$ cat config.mk
export PLATFORM = sky130hd
export DESIGN_NAME = rdwin_trainer
export DESIGN_NICKNAME = d
export VERILOG_FILES = /design/src/rtl/rdwin_pkg.sv /design/src/rtl/rdwin_sampler.sv /design/src/rtl/rdwin_tracker.sv /design/src/rtl/rdwin_guard.sv /design/src/rtl/rdwin_trainer.sv
export SDC_FILE = /design/constraint.sdc
export NUM_CORES = 1
export LEC_CHECK = 0
export BUFFER_PORTS_ARGS = -buffer_cell sky130_fd_sc_hd__buf_2
export CAP_MARGIN = 30
export CORE_MARGIN = 3
export CORE_UTILIZATION = 45
export CTS_CLUSTER_SIZE = 24
export DETAILED_ROUTE_END_ITERATION = 6
export PLACE_DENSITY = 0.66
export RECOVER_POWER = 100
export SYNTH_ARGS = -nofsm -noshare
export SYNTH_HDL_FRONTEND = slang
export SYNTH_SLANG_ARGS = --single-unit
export TNS_END_PERCENT = 5
$ cat constraint.sdc
create_clock -name clk -period 6 [get_ports clk]
set_clock_uncertainty 0.15 [all_clocks]
set_input_delay 0.3 -clock clk [delete_from_list [all_inputs] [get_ports clk]]
set_output_delay 0.3 -clock clk [all_outputs]
set_load 0.01 [all_outputs]
$ cat src/rtl/rdwin_pkg.sv
package rdwin_pkg;

  localparam int TRAIN_LEN = 16;

  localparam int ST_LOCK = 0;
  localparam int ST_BUSY = 1;
  localparam int ST_ERR  = 2;
  localparam int ST_SUSP = 3;

  typedef enum logic [2:0] {
    TS_IDLE,
    TS_REQ,
    TS_RUN,
    TS_GAP,
    TS_FIN
  } trn_state_e;

  // Byte k of the training burst: 55, AA, 00, FF repeating.
  function automatic logic [7:0] train_byte(input logic [3:0] k);
    case (k[1:0])
      2'd0:    return 8'h55;
      2'd1:    return 8'hAA;
      2'd2:    return 8'h00;
      default: return 8'hFF;
    endcase
  endfunction

endpackage

$ cat src/rtl/rdwin_sampler.sv
module rdwin_sampler
  import rdwin_pkg::*;
#(
  parameter int NUM_DELAYS = 128,
  parameter int SPACING    = 4
) (
  input  logic                          clk,
  input  logic                          rst_n,
  input  logic                          start,
  input  logic [$clog2(NUM_DELAYS)-1:0] cand,
  input  logic [7:0]                    rd_data,
  output logic                          rec_vld,
  output logic                          rec_pass
);
  localparam int DLY_W  = $clog2(NUM_DELAYS);
  localparam int WAIT_W = $clog2(NUM_DELAYS + SPACING);

  logic              active_q;
  logic [WAIT_W-1:0] wait_q;
  logic [3:0]        k_q;
  logic              ok_q;

  logic hit;
  logic match;

  assign hit      = active_q && (wait_q == '0);
  assign match    = (rd_data == train_byte(k_q));
  assign rec_vld  = hit && (k_q == 4'(TRAIN_LEN - 1));
  assign rec_pass = ok_q && match;

  always_ff @(posedge clk) begin
    if (!rst_n) begin
      active_q <= 1'b0;
      wait_q   <= '0;
      k_q      <= '0;
      ok_q     <= 1'b0;
    end else if (start) begin
      active_q <= 1'b1;
      wait_q   <= WAIT_W'({1'b0, cand});
      k_q      <= '0;
      ok_q     <= 1'b1;
    end else if (active_q) begin
      if (hit) begin
        ok_q   <= ok_q && match;
        k_q    <= k_q + 4'd1;
        wait_q <= WAIT_W'(SPACING - 1);
        if (k_q == 4'(TRAIN_LEN - 1)) active_q <= 1'b0;
      end else begin
        wait_q <= wait_q - WAIT_W'(1);
      end
    end
  end

  localparam int UNUSED_W = DLY_W;
endmodule

$ cat src/rtl/rdwin_tracker.sv
module rdwin_tracker #(
  parameter int NUM_DELAYS = 128
) (
  input  logic                          clk,
  input  logic                          rst_n,
  input  logic                          clr,
  input  logic                          rec_vld,
  input  logic                          rec_pass,
  input  logic [$clog2(NUM_DELAYS)-1:0] rec_idx,
  output logic [NUM_DELAYS-1:0]         pass_map,
  output logic                          found,
  output logic [$clog2(NUM_DELAYS)-1:0] mid
);
  localparam int DLY_W = $clog2(NUM_DELAYS);
  localparam int LEN_W = DLY_W + 1;

  logic [DLY_W-1:0] cur_start, best_start, run_start_nx;
  logic [LEN_W-1:0] cur_len, best_len, run_len_nx;

  function automatic logic [DLY_W-1:0] centre_of(input logic [DLY_W-1:0] s,
                                                 input logic [LEN_W-1:0] n);
    logic [LEN_W-1:0] half;
    half = (n - LEN_W'(1)) >> 1;
    return s + half[DLY_W-1:0];
  endfunction

  assign run_len_nx   = cur_len + LEN_W'(1);
  assign run_start_nx = (cur_len == '0) ? rec_idx : cur_start;
  assign found        = (best_len != '0);
  assign mid          = centre_of(best_start, best_len);

  always_ff @(posedge clk) begin
    if (!rst_n || clr) begin
      pass_map   <= '0;
      cur_start  <= '0;
      cur_len    <= '0;
      best_start <= '0;
      best_len   <= '0;
    end else if (rec_vld) begin
      pass_map[rec_idx] <= rec_pass;
      if (rec_pass) begin
        cur_len   <= run_len_nx;
        cur_start <= run_start_nx;
        if (run_len_nx > best_len) begin
          best_len   <= run_len_nx;
          best_start <= run_start_nx;
        end
      end else begin
        cur_len <= '0;
      end
    end
  end
endmodule

$ cat src/rtl/rdwin_guard.sv
module rdwin_guard
  import rdwin_pkg::*;
(
  input  logic       armed,
  input  logic       chk_vld,
  input  logic [3:0] chk_idx,
  input  logic [7:0] rd_data,
  output logic       mism
);
  assign mism = armed && chk_vld && (rd_data != train_byte(chk_idx));
endmodule

$ cat src/rtl/rdwin_trainer.sv
module rdwin_trainer
  import rdwin_pkg::*;
#(
  parameter int NUM_DELAYS     = 128,
  parameter int SPACING        = 4,
  parameter int RETRAIN_CYCLES = 100000,
  parameter int INIT_DELAY     = 0
) (
  input  logic                          clk,
  input  logic                          rst_n,
  output logic                          bus_req,
  input  logic                          bus_gnt,
  input  logic [7:0]                    rd_data,
  input  logic                          chk_vld,
  input  logic [3:0]                    chk_idx,
  output logic [$clog2(NUM_DELAYS)-1:0] delay_out,
  output logic [3:0]                    status,
  output logic [NUM_DELAYS-1:0]         pass_map
);
  localparam int DLY_W = $clog2(NUM_DELAYS);
  localparam int TMR_W = $clog2(RETRAIN_CYCLES + 1);

  trn_state_e       state_q;
  logic [DLY_W-1:0] cand_q;
  logic [DLY_W-1:0] delay_q;
  logic             locked_q, err_q, susp_q, boot_q;
  logic [TMR_W-1:0] tmr_q;

  // Named internal events
  logic             busy, trig, tmr_hit;
  logic             train_start, train_end, grant_evt;
  logic             rec_vld, rec_pass, mism;
  logic             found;
  logic [DLY_W-1:0] mid;

  assign busy        = (state_q != TS_IDLE);
  assign tmr_hit     = (tmr_q == TMR_W'(RETRAIN_CYCLES - 1));
  assign trig        = boot_q || susp_q || tmr_hit;
  assign train_start = (state_q == TS_IDLE) && trig;
  assign train_end   = (state_q == TS_FIN);
  assign grant_evt   = (state_q == TS_REQ) && bus_gnt;

  rdwin_sampler #(.NUM_DELAYS(NUM_DELAYS), .SPACING(SPACING)) u_smp (
    .clk(clk), .rst_n(rst_n), .start(grant_evt), .cand(cand_q),
    .rd_data(rd_data), .rec_vld(rec_vld), .rec_pass(rec_pass)
  );

  rdwin_tracker #(.NUM_DELAYS(NUM_DELAYS)) u_trk (
    .clk(clk), .rst_n(rst_n), .clr(train_start), .rec_vld(rec_vld),
    .rec_pass(rec_pass), .rec_idx(cand_q), .pass_map(pass_map),
    .found(found), .mid(mid)
  );

  rdwin_guard u_grd (
    .armed(!busy), .chk_vld(chk_vld), .chk_idx(chk_idx),
    .rd_data(rd_data), .mism(mism)
  );

  always_ff @(posedge clk) begin
    if (!rst_n) begin
      state_q  <= TS_IDLE;
      cand_q   <= '0;
      delay_q  <= DLY_W'(INIT_DELAY);
      locked_q <= 1'b0;
      err_q    <= 1'b0;
      susp_q   <= 1'b0;
      boot_q   <= 1'b1;
      tmr_q    <= '0;
    end else begin
      if (state_q == TS_IDLE && !trig) tmr_q <= tmr_q + TMR_W'(1);
      else                             tmr_q <= '0;

      if (train_end) susp_q <= 1'b0;
      else if (mism) susp_q <= 1'b1;

      case (state_q)
        TS_IDLE: if (trig) begin
          state_q <= TS_REQ;
          cand_q  <= '0;
          boot_q  <= 1'b0;
        end
        TS_REQ: if (bus_gnt) state_q <= TS_RUN;
        TS_RUN: if (rec_vld)
          state_q <= (cand_q == DLY_W'(NUM_DELAYS - 1)) ? TS_FIN : TS_GAP;
        TS_GAP: begin
          cand_q  <= cand_q + DLY_W'(1);
          state_q <= TS_REQ;
        end
        TS_FIN: begin
          if (found) begin
            delay_q  <= mid;
            locked_q <= 1'b1;
            err_q    <= 1'b0;
          end else begin
            err_q <= 1'b1;
          end
          state_q <= TS_IDLE;
        end
        default: state_q <= TS_IDLE;
      endcase
    end
  end

  assign bus_req   = (state_q == TS_REQ) || (state_q == TS_RUN);
  assign delay_out = delay_q;

  always_comb begin
    status          = '0;
    status[ST_LOCK] = locked_q;
    status[ST_BUSY] = busy;
    status[ST_ERR]  = err_q;
    status[ST_SUSP] = susp_q;
  end
endmodule

==> results_dict.tcl <==
set metrics [dict create \
    run_status "finished, violations left" \
    violated_checks "capacitance limit, slew limit" \
    power.static_leakage_nw 3.87 \
    final_cell_count_no_fill 1550 \
    setup_viol_count_final 0 \
    crit_path_start_kind "flop" \
    grt_first_pass_wirelength_um 44400 \
    final.setup.tns_ns 0 \
    tritoncts.num_buffers 24 \
    cells_on_worst_reg2reg_path 6 \
    htreeDepth 1 \
    die-width_um 152 \
    crit_path_end_kind "flop" \
    endpoint "u_trk.best_len[0]" \
    slew_headroom -1.23 \
    worst-r2r-setup-slack_ns 1.68 \
    grt_antenna_before_repair 0 \
    total_number_of_vias 8861 \
    detailedRoute.firstIterationViolations 808 \
    endpoints_failing_hold 0 \
    vias_per_cell 5.72 \
    cts_repair_resize_count 0 \
    antenna_cells 0 \
    core_um2 20600 \
    synth_top_flop_cell "dfxtp_1" \
    finalCritPeriodShare 0.720 \
    cell_types_with_the_largest_area_share_after_synthesis "dfxtp_1, nand3_1, a21oi_1, mux2i_1, o21ai_0" \
    synth_async_sr_flop_share 0 \
    critPathKind "flop to flop" \
    rsz_0062_raised_after_global_routing "no" \
    die_height_um 152 \
    synth_enable_flop_cells 0 \
    fin_crit_ns 4.32 \
    power_density_nw_per_um2 288 \
    final_design_area_no_fill_um2 11200 \
    yosys_warnings 0 \
    dpl-instance-area_um2 10500 \
    final_nets 1303 \
    area.sequential_um2 4200 \
    crit-reg2reg-launch "tmr_q[10]" \
    globalRouteTotalUtil 0.225 \
    cts_max_path_buffers 3 \
    number_of_global_route_vias_before_repair 8377 \
    drv_cap 1 \
    grt_start_max_net_pins 162 \
    cts_clock_pin_slew_for_the_worst_setup_and_hold_paths_ns 0.06 \
    post_synth_num_cell_types 55 \
    share_of_post_route_cells_with_drive_strength_above_1 0.0719 \
    cp_data_required_time_ns 6.25 \
    die_area_um2 23100 \
    cts_sinks 210 \
    dp.cells 1503 \
    cts_tree "yes" \
    startpoint "tmr_q[10]" \
    detail_route.first_pass.iterations 5 \
    synth.cell_area_um2 9610 \
    synth-seq-cells 210 \
    initial_core_utilization 0.466 \
    synth.yosys.seq_area_share 0.438 \
    cts-root-buf "clkbuf_16" \
    timing.fmax_mhz 232 \
    worst_ir_drop_vdd_mv 0.210 \
    port-buffer-count 153 \
    synth_top_area_share 0.438 \
    routed_wire_length_per_instance_um 17.9 \
    fill_cells 1977 \
    clock_latency_ns 0.53 \
    synth.net_count 1197 \
    synthesized_area_divided_by_synthesized_cell_count_um2 8.30 \
    detail-route-antenna-nets 0 \
    hold_class "input pin to flop" \
    critPathArrivalTime_ns 4.57 \
    multi_input_comb_area_um2 4920 \
    number_of_i_o_pins 156 \
    grt_overflow 0 \
    postRouteWirelength_um 27700 \
    synth_top_area_cell "dfxtp_1" \
    max_slew.worst_pin.slew_ns 3.35 \
    place.gp.congestion 0.800 \
    crit_fanout 161 \
    place_hpwl_um 18100 \
    timing.rr.end "u_trk.best_len[0]" \
    postCtsSetupRepairBufs 0 \
    utilization 0.544 \
    synthCells 1157 \
    maxSlewViolCount 162 \
    drt_drc_violations_left 0 \
    rows 52 \
    layout-area-overhead-vs-synth_pct 16.8 \
]
critical path: stages, from the launching register on:
cell and delay (ns):
dfxtp_1 0.41, nand2_1 0.08, or4_1 0.56, o31ai_4 0.23, clkbuf_2 2.30, nor2_1 0.04
mux2_2 0.38
area by class of cell:
type / count / share of cell area
Inverter: 30 / 0.0100
Clock inverter: 12 / 0.0200
Clock buffer: 31 / 0.0612
Multi-Input combinational cell: 827 / 0.439
Sequential cell: 210 / 0.375
Tap cell: 270 / 0.0301
Timing Repair Buffer: 170 / 0.0654
cell usage after synthesis, types with 5 or more instances:
master,n
buf_4,5
nor3_1,19
buf_1,10
mux2_2,10
and3_1,5
mux2i_1,48
a2111oi_0,14
nand3_1,129
o211ai_1,6
nand4_1,12
ha_1,23
xnor2_1,23
nand2_1,83
o21ai_1,11
a21oi_1,123
nor2b_1,7
inv_1,30
xor2_1,14
nor4_1,5
o21a_1,5
nand3b_1,5
nor2_1,112
clkbuf_1,63
nand2b_1,7
buf_2,9
dfxtp_1,210
o21ai_0,94
or3_1,8
a211oi_1,23
cell families after synthesis:
kind of cell,after synthesis,synth area share
adders and majority gates,24,0.0320
DFF,210,0.438
xor gates and xnor gates,37,0.0337
buffers and inverters,120,0.0524
AOI/OAI and AO/OA,294,0.173
and+or+nand+nor,414,0.210
muxes,58,0.0617
per-layer routing:
layer  track usage  vias to the layer above  wire, um
li1              -                     4309         -
met4        0.0582                        0       465
met5             0                        -         0
met1         0.305                     4199     12100
met2         0.366                      314     12900
met3        0.0509                       39      2340
registers in the layout, summed over array words and instances (netlist names):
| register | flops |
|---|---|
| boot_q | 1 |
| cand_q | 7 |
| delay_out | 7 |
| err_q | 1 |
| locked_q | 1 |
| state_q | 3 |
| susp_q | 1 |
| tmr_q | 17 |
| u_smp.active_q | 1 |
| u_smp.k_q | 4 |
| u_smp.ok_q | 1 |
| u_smp.wait_q | 8 |
| u_trk.best_len | 8 |
| u_trk.best_start | 7 |
| u_trk.cur_len | 8 |
| u_trk.cur_start | 7 |
| u_trk.pass_map | 128 |
how the worst min path moves through the flow:
| stage | start | to | slack, ns | cells past startpoint |
|---|---|---|---|---|
| floorplan | boot_q | boot_q | 0.27 | 2 |
| global placement | boot_q | boot_q | 0.28 | 2 |
| detailed placement | boot_q | boot_q | 0.29 | 2 |
| CTS | bus_gnt | state_q[0] | 0.03 | 4 |
| global route | bus_gnt | state_q[0] | 0.08 | 4 |
| finish | bus_gnt | state_q[0] | 0.04 | 4 |
cell usage in the layout (no fill, tap or decap), drive strengths merged, types with 8 or more instances in the layout:
cell and n:
inv 30, nor3 21, nand2 83, mux2i 48, o21ai 105, a211oi 23, nand3 129, or3 8
xor2 14, nand4 12, xnor2 23, dfxtp 210, a21oi 123, mux2 10, ha 23, a2111oi 14
buf 25, clkbuf 173, nor2 112
through the flow:
stage | power (mW) | setup slack, ns | hold slack, ns
6_report | 3.24 | 1.68 | 0.0431
5_1_grt | 3.34 | 1.29 | 0.0824
4_1_cts | 3.26 | 2.35 | 0.0315
3_5_place_dp | 1.60 | 2.37 | 0.291
3_3_place_gp | 1.60 | 2.41 | 0.282
2_1_floorplan | 1.57 | 3.18 | 0.273
timing repair:
action                     CTS  global route
setup endpoints to repair    0             0
hold endpoints to repair     3             0
hold buffers                 3             0
report_power, final:
group	switching, mW	internal (mW)
logic	0.106	0.0400
clock network	0.603	1.06
registers	0.0167	1.41
total	0.726	2.51
No activity file was read; power rests on OpenSTA's default activity.
